[src/rtl/cfg_oset_pkg.sv]
// Package: shared constants and parser state type for the ordered-set receiver.
// Assumes 8-bit decoded symbols with a separate control flag.
package cfg_oset_pkg;
    localparam logic [7:0] SYM_COMMA = 8'hBC; // comma control character
    localparam logic [7:0] SYM_CFG_A = 8'hB5; // second byte, first config set variant
    localparam logic [7:0] SYM_CFG_B = 8'h42; // second byte, second config set variant
    localparam logic [7:0] SYM_IDLE  = 8'h50; // second byte of the idle set

    typedef enum logic [1:0] {
        ST_HUNT  = 2'd0,  // waiting for a comma
        ST_COMMA = 2'd1,  // comma seen, expecting set type byte
        ST_LO    = 2'd2,  // expecting low config byte
        ST_HI    = 2'd3   // expecting high config byte
    } pstate_t;
endpackage

[src/rtl/cfg_oset_classify.sv]
// Module: cfg_oset_classify
// Purely combinational symbol classifier. It flags the comma, the three
// recognised second bytes, plain data and the clock-correction event.
// Assumes the codes in cfg_oset_pkg and that a nonzero count marks an event.
module cfg_oset_classify
    import cfg_oset_pkg::*;
#(
    parameter int DATA_W = 8,
    parameter int CC_W   = 3
) (
    input  logic [DATA_W-1:0] sym,
    input  logic              sym_k,
    input  logic [CC_W-1:0]   cc_cnt,
    output logic              is_comma,
    output logic              is_cfg_a,
    output logic              is_cfg_b,
    output logic              is_idle2,
    output logic              is_data,
    output logic              cc_event
);
    localparam logic [CC_W-1:0] CC_NONE = '0;

    // Decode the current symbol against the known codes.
    always_comb begin
        is_comma = sym_k  && (sym == DATA_W'(SYM_COMMA));
        is_cfg_a = !sym_k && (sym == DATA_W'(SYM_CFG_A));
        is_cfg_b = !sym_k && (sym == DATA_W'(SYM_CFG_B));
        is_idle2 = !sym_k && (sym == DATA_W'(SYM_IDLE));
        is_data  = !sym_k;
        cc_event = (cc_cnt != CC_NONE);
    end
endmodule

[src/rtl/cfg_oset_buferr.sv]
// Module: cfg_oset_buferr
// Elastic-buffer error detector. It exposes the raw error level for the
// parser and a registered one-cycle pulse on the first cycle of an error run.
// Assumes one status bit (ERR_BIT) carries the underflow/overflow indication.
module cfg_oset_buferr #(
    parameter int BS_W    = 3,
    parameter int ERR_BIT = 2
) (
    input  logic            clk,
    input  logic            rst_n,
    input  logic [BS_W-1:0] buf_stat,
    output logic            err_level,
    output logic            err_pulse
);
    logic err_prev;

    // Extract the error indication from the status field.
    always_comb begin
        err_level = buf_stat[ERR_BIT];
    end

    // Remember the last level and emit a pulse on its rising edge.
    always_ff @(posedge clk) begin
        if (!rst_n) begin
            err_prev  <= 1'b0;
            err_pulse <= 1'b0;
        end else begin
            err_prev  <= err_level;
            err_pulse <= err_level && !err_prev;
        end
    end
endmodule

[src/rtl/cfg_oset_parser.sv]
// Module: cfg_oset_parser
// Ordered-set alignment state machine and word assembly. It takes classified
// symbols and registers the config word, set type and the valid/idle pulses.
// Assumes classification is combinational on the same cycle's byte. Clock-
// correction and buffer-error bytes void any set in progress without error.
module cfg_oset_parser
    import cfg_oset_pkg::*;
#(
    parameter int DATA_W = 8,
    parameter int WORD_W = 2 * DATA_W
) (
    input  logic              clk,
    input  logic              rst_n,
    input  logic [DATA_W-1:0] sym,
    input  logic              sym_k,
    input  logic              is_comma,
    input  logic              is_cfg_a,
    input  logic              is_cfg_b,
    input  logic              is_idle2,
    input  logic              is_data,
    input  logic              cc_event,
    input  logic              err_level,
    output logic [WORD_W-1:0] word_q,
    output logic              word_is_b_q,
    output logic              word_vld_q,
    output logic              idle_q
);
    pstate_t           st_q, st_d;
    logic [DATA_W-1:0] lo_q;
    logic              pend_b_q;
    logic              void_now;
    logic              take_lo, take_hi, take_type, take_idle;

    // Decide whether this byte is discarded outright.
    always_comb begin
        void_now = err_level || cc_event;
    end

    // Next-state and capture strobes for the alignment machine.
    always_comb begin
        st_d      = st_q;
        take_lo   = 1'b0;
        take_hi   = 1'b0;
        take_type = 1'b0;
        take_idle = 1'b0;
        if (void_now) begin
            st_d = ST_HUNT;
        end else begin
            unique case (st_q)
                ST_HUNT: begin
                    if (is_comma) st_d = ST_COMMA;
                end
                ST_COMMA: begin
                    if (is_comma) begin
                        st_d = ST_COMMA;
                    end else if (is_cfg_a || is_cfg_b) begin
                        st_d      = ST_LO;
                        take_type = 1'b1;
                    end else if (is_idle2) begin
                        st_d      = ST_HUNT;
                        take_idle = 1'b1;
                    end else begin
                        st_d = ST_HUNT;
                    end
                end
                ST_LO: begin
                    if (is_comma) begin
                        st_d = ST_COMMA;
                    end else if (is_data) begin
                        st_d    = ST_HI;
                        take_lo = 1'b1;
                    end else begin
                        st_d = ST_HUNT;
                    end
                end
                ST_HI: begin
                    if (is_comma) begin
                        st_d = ST_COMMA;
                    end else if (is_data) begin
                        st_d    = ST_HUNT;
                        take_hi = 1'b1;
                    end else begin
                        st_d = ST_HUNT;
                    end
                end
                default: st_d = ST_HUNT;
            endcase
        end
    end

    // State register.
    always_ff @(posedge clk) begin
        if (!rst_n) st_q <= ST_HUNT;
        else        st_q <= st_d;
    end

    // Hold the set type and low byte while a set is in progress.
    always_ff @(posedge clk) begin
        if (!rst_n) begin
            pend_b_q <= 1'b0;
            lo_q     <= '0;
        end else begin
            if (take_type) pend_b_q <= is_cfg_b;
            if (take_lo)   lo_q     <= sym;
        end
    end

    // Publish the completed word and the one-cycle pulses.
    always_ff @(posedge clk) begin
        if (!rst_n) begin
            word_q      <= '0;
            word_is_b_q <= 1'b0;
            word_vld_q  <= 1'b0;
            idle_q      <= 1'b0;
        end else begin
            word_vld_q <= take_hi;
            idle_q     <= take_idle;
            if (take_hi) begin
                word_q      <= {sym, lo_q};
                word_is_b_q <= pend_b_q;
            end
        end
    end

    // sym_k is consumed through the classifier flags; keep it referenced.
    logic unused_k;
    always_comb unused_k = sym_k;
endmodule

[src/rtl/cfg_oset_rx.sv]
// Module: cfg_oset_rx (top)
// Configuration/idle ordered-set receiver that tolerates clock-correction
// fragments. It wires the classifier, buffer-error detector and parser.
// Assumes one decoded byte per clock with side-band correction and status.
module cfg_oset_rx #(
    parameter int DATA_W  = 8,
    parameter int CC_W    = 3,
    parameter int BS_W    = 3,
    parameter int ERR_BIT = 2
) (
    input  logic                  clk,
    input  logic                  rst_n,
    input  logic [DATA_W-1:0]     rx_byte,
    input  logic                  rx_is_k,
    input  logic [CC_W-1:0]       rx_cc_cnt,
    input  logic [BS_W-1:0]       rx_buf_stat,
    output logic [2*DATA_W-1:0]   cfg_word,
    output logic                  cfg_is_c2,
    output logic                  cfg_valid,
    output logic                  idle_seen,
    output logic                  buf_err
);
    localparam int WORD_W = 2 * DATA_W;

    logic is_comma, is_cfg_a, is_cfg_b, is_idle2, is_data, cc_event;
    logic err_level;

    cfg_oset_classify #(.DATA_W(DATA_W), .CC_W(CC_W)) u_classify (
        .sym      (rx_byte),
        .sym_k    (rx_is_k),
        .cc_cnt   (rx_cc_cnt),
        .is_comma (is_comma),
        .is_cfg_a (is_cfg_a),
        .is_cfg_b (is_cfg_b),
        .is_idle2 (is_idle2),
        .is_data  (is_data),
        .cc_event (cc_event)
    );

    cfg_oset_buferr #(.BS_W(BS_W), .ERR_BIT(ERR_BIT)) u_buferr (
        .clk       (clk),
        .rst_n     (rst_n),
        .buf_stat  (rx_buf_stat),
        .err_level (err_level),
        .err_pulse (buf_err)
    );

    cfg_oset_parser #(.DATA_W(DATA_W), .WORD_W(WORD_W)) u_parser (
        .clk         (clk),
        .rst_n       (rst_n),
        .sym         (rx_byte),
        .sym_k       (rx_is_k),
        .is_comma    (is_comma),
        .is_cfg_a    (is_cfg_a),
        .is_cfg_b    (is_cfg_b),
        .is_idle2    (is_idle2),
        .is_data     (is_data),
        .cc_event    (cc_event),
        .err_level   (err_level),
        .word_q      (cfg_word),
        .word_is_b_q (cfg_is_c2),
        .word_vld_q  (cfg_valid),
        .idle_q      (idle_seen)
    );
endmodule

[config.mk]
export PLATFORM = sky130hd
export DESIGN_NAME = cfg_oset_rx
export DESIGN_NICKNAME = d
export VERILOG_FILES = /design/src/rtl/cfg_oset_pkg.sv /design/src/rtl/cfg_oset_classify.sv /design/src/rtl/cfg_oset_buferr.sv /design/src/rtl/cfg_oset_parser.sv /design/src/rtl/cfg_oset_rx.sv
export SDC_FILE = /design/constraint.sdc
export NUM_CORES = 1
export LEC_CHECK = 0
export CORE_AREA = 4 4 55 57
export CTS_CLUSTER_DIAMETER = 200
export DETAILED_ROUTE_END_ITERATION = 6
export DIE_AREA = 0 0 59 61
export DONT_BUFFER_PORTS = 1
export PLACE_DENSITY = 0.67
export SYNTH_ARGS = -nofsm -noshare
export SYNTH_HDL_FRONTEND = slang
export SYNTH_HIERARCHICAL = 1
export SYNTH_SLANG_ARGS = --single-unit
[constraint.sdc]
create_clock -name clk -period 2.6 [get_ports clk]
set_input_delay 0.52 -clock clk [delete_from_list [all_inputs] [get_ports clk]]
set_output_delay 0.52 -clock clk [all_outputs]
set_load 0.03 [all_outputs]
==> impl_metrics.ini <==
[status]
outcome = finished clean

[synth]
synth_common_cells = nand2_1 (39), dfxtp_1 (32), mux2i_1 (25), clkbuf_1 (3)
synth_cells = 133
synth_top_area_cell = dfxtp_1
synth_nets = 150
synth_fa_ha_area_frac = 0
synth_compound_area_frac = 0.0160
synth_edf_count = 0
synth_top_family_by_area = simple AND/OR/NAND/NOR gates
synth_area_um2 = 1330
avgSynthCellArea_um2 = 10.0
yosysTopAreaCellShare = 0.482
yosysSeqAreaShare = 0.482
yosys_warnings = 6
synth_xor_area_frac = 0
synth_mux_area_frac = 0.188
synthTopCellsByArea = dfxtp_1 (48%), mux2i_1 (19%), nand2_1 (11%)
yosysMostFrequentCell = nand2_1
synth-simple-area-share = 0.257
synthFlopType = dfxtp_1
synthArstFlopShare = 0
synth-seq-cells = 32
yosysUniqueCellTypes = 31

[clock_tree]
cts_buffer_depth = 2
htree_levels = 2
ctsHoldBuffers = 0
path_clk_slew_ps = 90
numCtsBuffers = 5
clk_latency_ps = 320
ctsResizeCount = 0
clock-sinks = 32
cts_setup_buffers = 0
clockRootBuffer = clkbuf_4
cts_tree = yes

[hold_path]
whs_endpoint = u_parser/st_q[1]
min_from = rst_n
hold_depth = 2
min_path_type = input port to flop

[timing]
setup_viol = 0
hold_viol = 0
worst_pin_slew_ps = 450
min_period_over_period = 0.635
holdWs_ps = 305
max_slew_margin = 0.698
clock_skew_ps = 8.56
drv_slew = 0
fin_tns_setup_ps = 0
fmax_ghz = 0.606
rsz0062_at_grt = false
finalCriticalPeriod_ps = 1650

[route]
avgViaCountPerCell = 5.39
wl_per_cell_um = 14.0
ant_nets = 0
drt_iter0_markers = 14
drtPass1Iterations = 4
route.detailed.drc = 0
routed-via-count = 884
routed_wl_mm = 2.30

[critical_path]
setup.worst_path.end_class = flop
reg2reg_slack_ps = 1470
worstReg2RegEnd = u_parser/word_q[0]
startpoint_type = input port
crit_type = input port to flop
r2r-start = u_parser/st_q[1]
worstPathArrival_ps = 1900
cp_max_fo = 18
worstRegToRegCells = 2
worstPathRequired_ps = 2850

[grt]
antenna_found_initial = 0
grtUsageTotal = 0.152
grt-ovfl-total = 0
grt_pass1_vias = 913
grt_max_degree = 42
grt_pass1_wl_mm = 4.07

[placed_design]
io_buffers = 0
gp_congestion = 0.756
dp_hpwl_mm = 1.63

[final_layout]
nNetsFinal = 150
num_antenna_cells = 0
drive_gt1_frac = 0.119
area_growth_pct = 2.82

[floorplanning]
dieArea_um2 = 3600
start_util = 0.537
dieHeight_um = 61
io_pins = 37
die_w_um = 59
core_um2 = 2480
rows = 18

[power_and_ir_drop]
p_leak_nw = 0.508
power.density_nw_per_um2 = 583
ir_drop_v = 0.000410

[job]
drv_cap = 0
stage by stage:
step | worst slack, ps | cells | instance area [um2] | total power (W) | util
CTS | 976 | 164 | 1370 | 0.000810 | 0.552
floorplan | 702 | 133 | 1330 | 0.000529 | -
global placement | 641 | 156 | 1310 | 0.000522 | 0.527
finish | 950 | 164 | 1370 | 0.000797 | 0.552
detailed placement | 617 | 156 | 1310 | 0.000522 | 0.527
global route | 870 | 164 | 1370 | 0.000835 | 0.552
registers in the layout, summed over array words and instances, names as in the netlist:
register	flops
u_parser/pend_b_q	1
u_parser/word_q	16
u_parser/st_q	2
u_parser/word_vld_q	1
u_parser/lo_q	8
u_buferr/err_prev	1
u_buferr/err_pulse	1
u_parser/word_is_b_q	1
u_parser/idle_q	1
placed cells by master, fill, tap and decap left out, types with 2 or more instances in the layout:
master / instances
nand2_1: 39
dfxtp_1: 32
mux2i_1: 25
clkbuf_4: 5
clkinv_2: 2
and2_1: 2
inv_1: 2
nand2b_1: 2
nor4_1: 2
a21oi_1: 2
cell families (layout without fill, tap and decap cells):
kind of cell / Yosys count / after routing
AND/OR/NAND/NOR: 62 / 62
multiplexers: 25 / 25
buffers and inverters: 10 / 11
AO/OA/AOI/OAI: 4 / 4
flip-flops: 32 / 32
critical path, stage by stage:
cell,delay (ps)
or3_1,420
nor3_4,260
and4_4,480
mux2i_1,220
power by group:
part	total (W)	leakage, nW	switching (W)	internal (W)
sequential	0.000493	0.258	0.00000208	0.000491
clock	0.000286	0.0380	0.000157	0.000129
combinational	0.0000173	0.212	0.00000926	0.00000805
metal layers:
metal  wire length, um  track usage  vias up  share of wire
met5                 0            0        -              0
met4                40       0.0615        0          0.017
met3               261       0.0915        6           0.11
met2               905        0.215       29           0.39
met1              1090        0.186      398           0.48
li1                  -            -      451              -
cell type report:
cell class / instances / area, um2
well taps: 30 / 37.5
repair buffers: 1 / 7.51
clock buffers: 6 / 51.3
clock inverters: 2 / 10.0
fillers: 247 / 1110
flip-flops and latches: 32 / 641
multi-input cells: 91 / 613
inverters: 2 / 7.51
how the worst max path moves through the flow:
stage	from	endpoint	slack [ps]	cells past startpoint
2_1_floorplan	rx_cc_cnt[1]	u_parser/word_is_b_q	700	6
3_3_place_gp	rx_cc_cnt[1]	u_parser/word_q[14]	640	4
4_1_cts	rx_cc_cnt[1]	u_parser/word_q[13]	980	4
6_report	rx_cc_cnt[1]	u_parser/word_q[0]	950	4
5_1_grt	rx_cc_cnt[1]	u_parser/word_q[2]	870	4
3_5_place_dp	rx_cc_cnt[1]	u_parser/word_q[14]	620	4
(Power assumes the default switching activity.)
